`src/rtl/tdm_framer_pkg.sv`:
```
package tdm_framer_pkg;

  localparam int POS_W     = 11;
  localparam int BYTE_W    = 8;
  localparam int BIT_IDX_W = $clog2(BYTE_W);
  localparam int CH_W      = POS_W - BIT_IDX_W;

  typedef logic [1:0] rate_t;

  // log2 of ticks per bit for a lane at rate r when the clock is set by code f
  function automatic logic [1:0] ticks_log2(input rate_t f, input rate_t r);
    if (f == 2'd3) return 2'(2'd3 - r);
    else           return 2'(f + 2'd1 - r);
  endfunction

  // index of the last tick of a frame for clock code f
  function automatic logic [POS_W-1:0] frame_last(input rate_t f);
    case (f)
      2'd0:    return POS_W'(511);
      2'd1:    return POS_W'(1023);
      default: return POS_W'(2047);
    endcase
  endfunction

endpackage

```
`src/rtl/tdm_edge_sampler.sv`:
```
module tdm_edge_sampler (
  input  logic clk,
  input  logic rst_n,
  input  logic ck_pad,
  input  logic fp_pad,
  input  logic dat_pad,
  input  logic ck_pol,
  input  logic fp_pol,
  output logic tick,
  output logic fp_act,
  output logic dat_smp
);

  logic ck_q, ck_qq, fp_q, dat_q;
  logic lvl_now, lvl_prev;

  always_ff @(posedge clk or negedge rst_n) begin
    if (!rst_n) begin
      ck_q  <= 1'b0;
      ck_qq <= 1'b0;
      fp_q  <= 1'b0;
      dat_q <= 1'b0;
    end else begin
      ck_q  <= ck_pad;
      ck_qq <= ck_q;
      fp_q  <= fp_pad;
      dat_q <= dat_pad;
    end
  end

  always_comb begin
    lvl_now  = ck_q  ~^ ck_pol;
    lvl_prev = ck_qq ~^ ck_pol;
    tick     = lvl_now & ~lvl_prev;
    fp_act   = fp_q ~^ fp_pol;
    dat_smp  = dat_q;
  end

endmodule

```
`src/rtl/tdm_frame_ctr.sv`:
```
module tdm_frame_ctr
  import tdm_framer_pkg::*;
(
  input  logic             clk,
  input  logic             rst_n,
  input  logic             tick,
  input  logic             fp_act,
  input  logic             fp_pos,
  input  rate_t            ck_code,
  output logic [POS_W-1:0] idx,
  output logic             act,
  output logic             locked
);

  logic [POS_W-1:0] pos_q, pos_d, last;
  logic             fpl_q, fpl_d, lock_q, lock_d, align;

  always_comb begin
    last   = frame_last(ck_code);
    align  = fp_pos ? fp_act : fpl_q;
    idx    = align ? '0 : ((pos_q == last) ? '0 : pos_q + 1'b1);
    pos_d  = pos_q;
    fpl_d  = fpl_q;
    lock_d = lock_q;
    if (tick) begin
      pos_d  = idx;
      fpl_d  = fp_act;
      lock_d = lock_q | align;
    end
    act    = tick & (lock_q | align);
    locked = lock_q;
  end

  always_ff @(posedge clk or negedge rst_n) begin
    if (!rst_n) begin
      pos_q  <= '0;
      fpl_q  <= 1'b0;
      lock_q <= 1'b0;
    end else begin
      pos_q  <= pos_d;
      fpl_q  <= fpl_d;
      lock_q <= lock_d;
    end
  end

  assert_pos_in_frame_R2: assert property (@(posedge clk) disable iff (!rst_n)
    pos_q <= frame_last(ck_code));

  assert_lock_at_boundary_R6: assert property (@(posedge clk) disable iff (!rst_n)
    $rose(lock_q) |-> (pos_q == '0));

endmodule

```
`src/rtl/tdm_rx_deser.sv`:
```
module tdm_rx_deser
  import tdm_framer_pkg::*;
(
  input  logic              clk,
  input  logic              rst_n,
  input  logic              act,
  input  logic [POS_W-1:0]  idx,
  input  logic [1:0]        shift,
  input  logic              din,
  output logic [BYTE_W-1:0] rx_byte,
  output logic [CH_W-1:0]   rx_chan,
  output logic              rx_valid
);

  logic [POS_W-1:0]  bit_no, mask;
  logic              take, done;
  logic [BYTE_W-1:0] sh_q, sh_d, byte_q, byte_d;
  logic [CH_W-1:0]   chan_q, chan_d;
  logic              vld_q;

  always_comb begin
    bit_no = idx >> shift;
    mask   = ~({POS_W{1'b1}} << shift);
    take   = act & ((idx & mask) == mask);
    done   = take & (bit_no[BIT_IDX_W-1:0] == BIT_IDX_W'(BYTE_W-1));
    sh_d   = take ? {sh_q[BYTE_W-2:0], din} : sh_q;
    byte_d = done ? {sh_q[BYTE_W-2:0], din} : byte_q;
    chan_d = done ? bit_no[POS_W-1:BIT_IDX_W] : chan_q;
  end

  always_ff @(posedge clk or negedge rst_n) begin
    if (!rst_n) begin
      sh_q   <= '0;
      byte_q <= '0;
      chan_q <= '0;
      vld_q  <= 1'b0;
    end else begin
      sh_q   <= sh_d;
      byte_q <= byte_d;
      chan_q <= chan_d;
      vld_q  <= done;
    end
  end

  assign rx_byte  = byte_q;
  assign rx_chan  = chan_q;
  assign rx_valid = vld_q;

  assert_valid_single_R7: assert property (@(posedge clk) disable iff (!rst_n)
    vld_q |=> !vld_q);

endmodule

```
`src/rtl/tdm_tx_ser.sv`:
```
module tdm_tx_ser
  import tdm_framer_pkg::*;
(
  input  logic              clk,
  input  logic              rst_n,
  input  logic              act,
  input  logic [POS_W-1:0]  idx,
  input  logic [1:0]        shift,
  input  logic [BYTE_W-1:0] tx_byte,
  output logic [CH_W-1:0]   tx_chan,
  output logic              ser_out
);

  logic [POS_W-1:0]  bit_no, mask;
  logic              start, load;
  logic [BYTE_W-1:0] sh_q, sh_d;

  always_comb begin
    bit_no  = idx >> shift;
    mask    = ~({POS_W{1'b1}} << shift);
    start   = act & ((idx & mask) == '0);
    load    = start & (bit_no[BIT_IDX_W-1:0] == '0);
    tx_chan = bit_no[POS_W-1:BIT_IDX_W];
    if (load)       sh_d = tx_byte;
    else if (start) sh_d = {sh_q[BYTE_W-2:0], 1'b0};
    else            sh_d = sh_q;
  end

  always_ff @(posedge clk or negedge rst_n) begin
    if (!rst_n) sh_q <= '0;
    else        sh_q <= sh_d;
  end

  assign ser_out = sh_q[BYTE_W-1];

  assert_out_moves_on_tick_R8: assert property (@(posedge clk) disable iff (!rst_n)
    !act |=> $stable(ser_out));

endmodule

```
`src/rtl/tdm_stream_framer.sv`:
```
module tdm_stream_framer
  import tdm_framer_pkg::*;
(
  input  logic       clk,
  input  logic       rst_n,
  input  logic       tdm_ck,
  input  logic       tdm_fp,
  input  logic       ser_in,
  input  logic       pad_in,
  input  logic       bidir_en,
  input  logic       out_en,
  input  logic [1:0] in_rate,
  input  logic [1:0] out_rate,
  input  logic       ck_pol,
  input  logic       fp_pol,
  input  logic       fp_pos,
  input  logic [7:0] tx_byte,
  output logic [7:0] tx_chan,
  output logic       ser_out,
  output logic       ser_oe,
  output logic [7:0] rx_byte,
  output logic [7:0] rx_chan,
  output logic       rx_valid
);

  rate_t            ck_code;
  logic [1:0]       sh_in, sh_out;
  logic             din_sel, tick, fp_act, dat_smp, act, locked;
  logic [POS_W-1:0] idx;

  always_comb begin
    ck_code = (in_rate > out_rate) ? in_rate : out_rate;
    sh_in   = ticks_log2(ck_code, in_rate);
    sh_out  = ticks_log2(ck_code, out_rate);
    din_sel = bidir_en ? pad_in : ser_in;
  end

  tdm_edge_sampler smp_i (
    .clk(clk), .rst_n(rst_n), .ck_pad(tdm_ck), .fp_pad(tdm_fp), .dat_pad(din_sel),
    .ck_pol(ck_pol), .fp_pol(fp_pol), .tick(tick), .fp_act(fp_act), .dat_smp(dat_smp)
  );

  tdm_frame_ctr ctr_i (
    .clk(clk), .rst_n(rst_n), .tick(tick), .fp_act(fp_act), .fp_pos(fp_pos),
    .ck_code(ck_code), .idx(idx), .act(act), .locked(locked)
  );

  tdm_rx_deser rx_i (
    .clk(clk), .rst_n(rst_n), .act(act), .idx(idx), .shift(sh_in), .din(dat_smp),
    .rx_byte(rx_byte), .rx_chan(rx_chan), .rx_valid(rx_valid)
  );

  tdm_tx_ser tx_i (
    .clk(clk), .rst_n(rst_n), .act(act), .idx(idx), .shift(sh_out),
    .tx_byte(tx_byte), .tx_chan(tx_chan), .ser_out(ser_out)
  );

  assign ser_oe = out_en & locked;

  assert_rx_after_lock_R11: assert property (@(posedge clk) disable iff (!rst_n)
    rx_valid |-> locked);

  assert_quiet_before_lock_R11: assert property (@(posedge clk) disable iff (!rst_n)
    !locked |-> !ser_out);

endmodule

```
`config.mk`:
```
export PLATFORM = sky130hd
export DESIGN_NAME = tdm_stream_framer
export DESIGN_NICKNAME = d
export VERILOG_FILES = /design/src/rtl/tdm_framer_pkg.sv /design/src/rtl/tdm_edge_sampler.sv /design/src/rtl/tdm_frame_ctr.sv /design/src/rtl/tdm_rx_deser.sv /design/src/rtl/tdm_tx_ser.sv /design/src/rtl/tdm_stream_framer.sv
export SDC_FILE = /design/constraint.sdc
export NUM_CORES = 1
export LEC_CHECK = 0
export ABC_AREA = 1
export ABC_CLOCK_PERIOD_IN_PS = 2200
export BUFFER_PORTS_ARGS = -buffer_cell sky130_fd_sc_hd__buf_4
export CAP_MARGIN = 20
export CORE_MARGIN = 3
export CORE_UTILIZATION = 52
export CTS_CLUSTER_SIZE = 20
export DETAILED_ROUTE_END_ITERATION = 12
export PLACE_DENSITY = 0.82
export SLEW_MARGIN = 20
export SYNTH_ARGS = -nofsm -noshare
export SYNTH_HDL_FRONTEND = slang
export SYNTH_SLANG_ARGS = --single-unit
```
`constraint.sdc`:
```
create_clock -name clk -period 2.2 [get_ports clk]
set_input_delay 0.11 -clock clk [delete_from_list [all_inputs] [get_ports clk]]
set_output_delay 0.11 -clock clk [all_outputs]
set_load 0.03 [all_outputs]
```
==> metrics.md, run 1 <==
| Metric | Value |
|---|---|
| Status | finished, violations left |
| Violated checks | setup timing |
| Async SR Flop Fraction | 100% |
| Peak supply drop | slightly below 0.8 mV |
| Max Cap Viol | 0 |
| Hold Crit Class | input port to flip-flop |
| Core outline area | 0.00606 sq mm |
| RSZ-0062 raised after global routing | yes |
| Hold Vio Cnt, Final | 0 |
| Area grow syn2layout | 56.7% |
| CTS tree | built |
| Synth Warn # | 0 |
| Nets | 600 |
| Post-detail-place hpwl | 6450 um |
| Share of the synthesized area in the top cell type | 37.0% |
| Vias in the first global route | 3,744 |
| GR Layer Usage met1 | 33.6% |
| IO Pins | 50 |
| Die X | 85.9 um |
| # port buffers | just under 50 |
| First-pass GRT wire length | 17,300 um |
| Final setup viols | 40 |
| Commonest non-fill, non-tap cells in the layout | 100 x nand2_1, 94 x buf_4, 49 x dfrtp_1, 47 x inv_1, 36 x nand2_2 |
| Design area | 0.00519 sq mm |
| Pin count of the biggest net entering global routing | 50 |
| Final Max Tran Viols | 0 |
| CP required | 2.09 ns |
| Die Height | 85.9 um |
| Initial antenna violation count | 0 |
| Synth unique cells | 40 |
| Synth area leader | dfrtp_1 |
| Min Tclk post-route | around 2.6 ns |
| Syn Nets | 471 |
| Synth Cell Area | 0.00332 sq mm |
| Crit Path Class | input port to primary output |
| Final core occ | 85.7% |
| Max_slew headroom | 56.5% |
| Clock Pin Slew Worst Setup and Hold Paths | 0.10 ns |
| Detailed Route WL | 14,700 um |
| Placed inst area | 0.00424 sq mm |
| Worst skew pair latency | 0.33 ns |
| Vias | 4,113 |
| Register area share after synthesis | 37.0% |
| Yosys reg bits | 49 |
| CP startpoint kind | input port |
| Die area | 0.00737 sq mm |
| Setup ws final | -0.385 ns |
| Longest Clk Path Bufs | 2 |
| Met3 Use GR | 6.72% |
| Total track usage | 29.9% |
| Total power | 0.00441 W |
| Period utilization | 117% |
| Wire per inst | 22.9 um |
| Worst-path fanout max | 4 |
| Post-synth EDFFs | 0 |
| Met2 usage | 52.1% |
| Predominant post-synthesis flop cell | dfrtp_1 |
| Syn Inst Count | 439 |
| Initial core utilization | 54.7% |
| Share of layout cells above drive strength 1 | between 50% and 60% |
| GRT overflow | 0 |
| Fillers | 260 |
| Most common cell after layout, fill and taps aside | nand2_1 |
| CP Capture Type | primary output |
| CTS Sinks | 49 |
| Syn Area/Cell | 7.55 sq um |
| Drt drc | 0 |
| Total CTS buffers | 5 |
| Iter 0 DRT Violations | 481 |
| Final GP Congestion | 0.945 |
| Leak | 2.48 nW |
| Pwr/cell area | between 800 and 900 mW/mm^2 |
| Synth top area cells | dfrtp_1 37%, nand2_1 15%, inv_1 6.6% |
| H-tree depth | 2 |
| Worst Max-Slew Pin Slew | 0.652 ns |
| Root Buffer | clkbuf_8 |
| Ant diodes | 0 |
| Antenna-violating nets left | 0 |
| FP Rows | 28 |
| Clock Skews | 0.0181 ns |
| F_max | 387 MHz |
| First drt pass iteration count | 6 |
| Worst path arrival time | 2.47 ns |
| Vias per cell | 6.39 |
| Layer with the highest usage | met2 |
## critical path, cell delays in order
cell and delay [ns]:
buf_12 0.10, inv_12 0.03, ha_4 0.25, nor2_4 0.13
o22ai_4 0.08, nand2_1 0.07, o21a_1 0.18, buf_6 0.12
ha_4 0.13, inv_1 0.05, nand2_1 0.08, nand3_2 0.07
nor2_2 0.18, nand2_4 0.11, nand2_4 0.13, nor2_4 0.05
nand2_1 0.10, o21ai_2 0.11, nand2_1 0.15, o31ai_4 0.09
buf_6 0.14
## layer usage
layer | vias to the layer above | wire length, um
li1 | 1652 | -
met1 | 1898 | 4850
met3 | 159 | 1490
met5 | - | 0
met2 | 404 | 7010
met4 | 0 | 1380
## worst paths after layout
check / startpoint / endpoint / slack (ns) / depth (start not counted)
max in group asynchronous: rst_n / ctr_i.pos_q[7]$_DFFE_PN0P_ / 1.40 / 2
worst min register to register: smp_i.ck_q$_DFF_PN0_ / smp_i.ck_qq$_DFF_PN0_ / 0.42 / 0
worst min-delay path: pad_in / smp_i.dat_smp$_DFF_PN0_ / 0.02 / 2
worst max register to register: ctr_i.pos_q[1]$_DFFE_PN0P_ / rx_i.rx_chan[2]$_DFFE_PN0P_ / -0.16 / 12
worst max-delay path: out_rate[1] / tx_chan[5] / -0.38 / 21
min in group asynchronous: rst_n / rx_i.rx_byte[7]$_DFFE_PN0P_ / 0.36 / 2
## cell usage after synthesis (5+ instances only)
library cell,n
nand2_2,18
nor2_1,20
inv_2,7
nand3_1,30
dfrtp_1,49
o21ai_1,5
nand2_1,129
nor2_4,5
nand4_1,11
o21ai_0,36
o21ai_2,12
ha_1,9
inv_1,58
nand2_4,6
## layout make-up
| class | instances | area (sq um) | area share [%] |
|---|---|---|---|
| Multi-Input combinational cell | 314 | 2330 | 44.8 |
| Sequential cell | 49 | 1230 | 23.6 |
| Timing Repair Buffer | 129 | 1160 | 22.3 |
| Inverter | 69 | 302 | 5.80 |
| Tap cell | 75 | 93.8 | 1.81 |
| Clock buffer | 6 | 72.6 | 1.40 |
| Clock inverter | 2 | 15.0 | 0.289 |
## cells by family (layout without fill, tap and decap cells)
logic type	after synthesis	after routing	synth area share, %
compound gates	63	63	12.1
xor+xnor	4	4	1.51
fa+ha+maj	9	9	3.40
buf+inv	78	206	10.3
flops	49	49	37.0
mux	4	4	1.25
simple gates	232	234	34.5
## timing repair
action,CTS,global route
hold buffers,3,0
gates cloned,2,1
resized for setup,79,77
pin swaps,30,39
endpoints found under the setup margin,32,40
endpoints found under the hold margin,51,0
setup buffers,15,16
## where the power goes
group	internal, W	total [W]	leakage [nW]	switching [W]
clock	0.000225	0.000572	0.0374	0.000347
sequential	0.00112	0.00131	0.638	0.000190
combinational	0.00100	0.00253	1.81	0.00153
## stage by stage
step	setup WS (ns)	cells	hold slack (ns)	setup TNS, ns
2_1_floorplan	-0.188	439	-0.186	-2.31
3_3_place_gp	-0.433	604	0.157	-13.74
3_5_place_dp	-0.527	604	0.167	-16.28
4_1_cts	-0.158	630	0.0288	-2.93
5_1_grt	-0.469	644	0.0233	-14.44
6_report	-0.385	644	0.0153	-10.41
## state kept, by name (all words and copies together) (netlist names), 7 cells and up
name          cells
rx_i.sh_q         7
tx_i.sh_q         8
rx_i.rx_byte      8
rx_i.rx_chan      8
ctr_i.pos_q      11
(Power assumes the default switching activity.)
==> run 2, diff against run 1 <==
- ABC_CLOCK_PERIOD_IN_PS: 2200 -> 3100
- CORE_UTILIZATION: 52 -> 55
- CTS_BUF_LIST: default -> sky130_fd_sc_hd__clkbuf_8
- CTS_CLUSTER_DIAMETER: default -> 40
- clock period: 2.2 -> 3.1 ns (I/O delays scaled with it)
==> metrics.md, run 2 (synthesis gave the netlist of run 1 again) <==
| Metric | Value |
|---|---|
| Status | finished, final reports clean |
| Multi-input gate area | ~0.0017 sq mm |
| Longest Clk Path Bufs | 2 |
| H-tree depth | 2 |
| Fillers | 490 |
| Vias in the first global route | 2,835 |
| Total CTS buffers | 5 |
| F_max | 347 MHz |
| Number of flip-flops in the largest register | 11 |
| Total track usage | around 22% |
| GRT overflow | 0 |
| Core outline area | 0.00568 sq mm |
| Vias per cell | 5.25 |
| Most common cell after layout, fill and taps aside | nand2_1 |
| Worst Max-Slew Pin Slew | just over 0.6 ns |
| Final Max Tran Viols | 0 |
| Flop2flop setup slack | 0.59 ns |
| Antenna-violating nets left | 0 |
| Area grow syn2layout | 16.2% |
| Levels on crit path | 16 |
| Final GP Congestion | 0.956 |
| Commonest non-fill, non-tap cells in the layout | 129 x nand2_1, 58 x inv_1, 54 x buf_4, 49 x dfrtp_1, 35 x o21ai_0 |
| First drt pass iteration count | 5 |
| Kind of cell adding the most delay to the critical path | compound AO/OA/AOI/OAI gates |
| CTS tree | built |
| Period utilization | 92.9% |
| Worst-path fanout max | 7 |
| Critical R2R Capture | rx_i.rx_chan[2]$_DFFE_PN0P_ |
| Ant diodes | 0 |
| Drt drc | 0 |
| Die X | 83.6 um |
| Share of layout cells above drive strength 1 | 25.7% |
| Clock Skews | 0.0118 ns |
| CP Capture Type | primary output |
| Peak supply drop | 0.411 mV |
| CP Cell Sequence | buf_4, inv_1, ha_1, o22ai_1, nand2_1, o21a_1, inv_1, ha_1, inv_2, or2_1, o21ai_1, inv_1, nand2_1, o21ai_0, o21ai_0, buf_4 |
| WHS Path Cells | 2 |
| Worst R2R Start | ctr_i.pos_q[0]$_DFFE_PN0P_ |
| Max_slew headroom | 58.6% |
| CTS Sinks | 49 |
| Reg area | between 0.001 and 0.0015 sq mm |
| IO Pins | 50 |
| First-pass GRT wire length | 12,900 um |
| Pwr/cell area | about 610 mW/mm^2 |
| Slowest cell on crit path | ha_1 |
| Worst path arrival time | 2.73 ns |
| Post-detail-place hpwl | 5750 um |
| Nets | approximately 530 |
| Crit-path most repeated cell | inv_1 |
| Hold Vio Cnt, Final | 0 |
| Initial core utilization | 58.4% |
| Pin count of the biggest net entering global routing | 50 |
| Largest register by flop count | ctr_i.pos_q |
| Critical path origin | in_rate[1] |
| Iter 0 DRT Violations | 262 |
| Die area | 0.00700 sq mm |
| Final TNS setup | 0 ns |
| R2R cell count | 13 |
| Vias | 2,974 |
| Min Tclk post-route | 2.88 ns |
| Bufs and invs on worst path | 6 |
| Leak | ~2 nW |
| CP startpoint kind | input port |
| Wire per inst | 13.1 um |
| Hold Startpoint | ser_in |
| Worst skew pair latency | 0.31 ns |
| Hold Crit Class | input port to flip-flop |
| CP peak stage delay | 0.26 ns |
| Final core occ | 67.9% |
| FP Rows | 27 |
| Critical path destination | tx_chan[3] |
| Max Cap Viol | 0 |
| # port buffers | 49 |
| RSZ-0062 raised after global routing | no |
| Initial antenna violation count | 0 |
| Final setup viols | 0 |
| Worst hold margin | 0.0795 ns |
| CP required | 2.94 ns |
| Detailed Route WL | 7410 um |
| Die Height | 83.6 um |
| Root Buffer | clkbuf_8 |
| Crit Path Class | input port to primary output |
| Clock Pin Slew Worst Setup and Hold Paths | 0.09 ns |
[run 2: cell types whose count changed in the layout (fill, tap and decap cells not counted), sizes merged]
cell,delta
buf,-72
clkinv,+3
clkinvlp,-2
clkbuf,-1
nand2,-1
nor2,-1
[run 2: through the flow]
step	total power, W	worst slack [ns]	instances	area (sq um)
global route	0.00252	0.00325	567	3850
global placement	0.00193	0.243	556	3730
finish	0.00234	0.220	567	3850
CTS	0.00236	0.176	567	3850
floorplan	0.00167	0.238	439	3320
detailed placement	0.00197	0.0295	556	3730
[run 2: how the worst min path moves through the flow]
stage | end | slack [ns]
CTS | smp_i.dat_smp$_DFF_PN0_ | 0.07
floorplan | ctr_i.fpl_q$_DFFE_PN0P_ | -0.14
global placement | rx_i.rx_byte[7]$_DFFE_PN0P_ | 0.21
detailed placement | rx_i.rx_byte[7]$_DFFE_PN0P_ | 0.22
finish | smp_i.dat_smp$_DFF_PN0_ | 0.08
global route | smp_i.dat_smp$_DFF_PN0_ | 0.06
[run 2: cell type report]
| type | instances | share of cell area [%] |
|---|---|---|
| clock buffers | 5 | 1.79 |
| clock inverters | 3 | 0.584 |
| inverters | 69 | 6.79 |
| multi-input cells | 312 | 45.4 |
| flip-flops and latches | 49 | 31.8 |
| well taps | 72 | 2.34 |
| repair buffers | 57 | 11.3 |
[run 2: what timing repair did]
action | CTS | global route
hold buffers | 3 | 0
endpoints found under the hold margin | 51 | 0
endpoints found under the setup margin | 0 | 2
gates resized for setup | 0 | 1
buffers inserted | 0 | 0
[run 2: per-layer routing]
layer	track usage, %	vias to the layer above	wire, um
li1	-	1495	-
met1	28.9	1368	3200
met2	38.7	104	3640
met3	4.15	7	486
met4	5.85	0	80
met5	0	-	0
[run 2: report_power, final]
part	internal [W]	switching (W)
sequential	0.000796	0.000113
clock	0.000161	0.000227
combinational	0.000367	0.000680
[run 2: worst register-to-register path, stage by stage (launching register included)]
cell and delay (ns):
dfrtp_1 0.51, ha_1 0.35, nand3_2 0.14, inv_2 0.05
nand2_4 0.08, inv_4 0.04, nand2_4 0.08, nand3_1 0.20
o21ai_2 0.25, nand2_2 0.09, nand2_4 0.10, nand2_4 0.23
nand2_1 0.15, o21ai_0 0.10
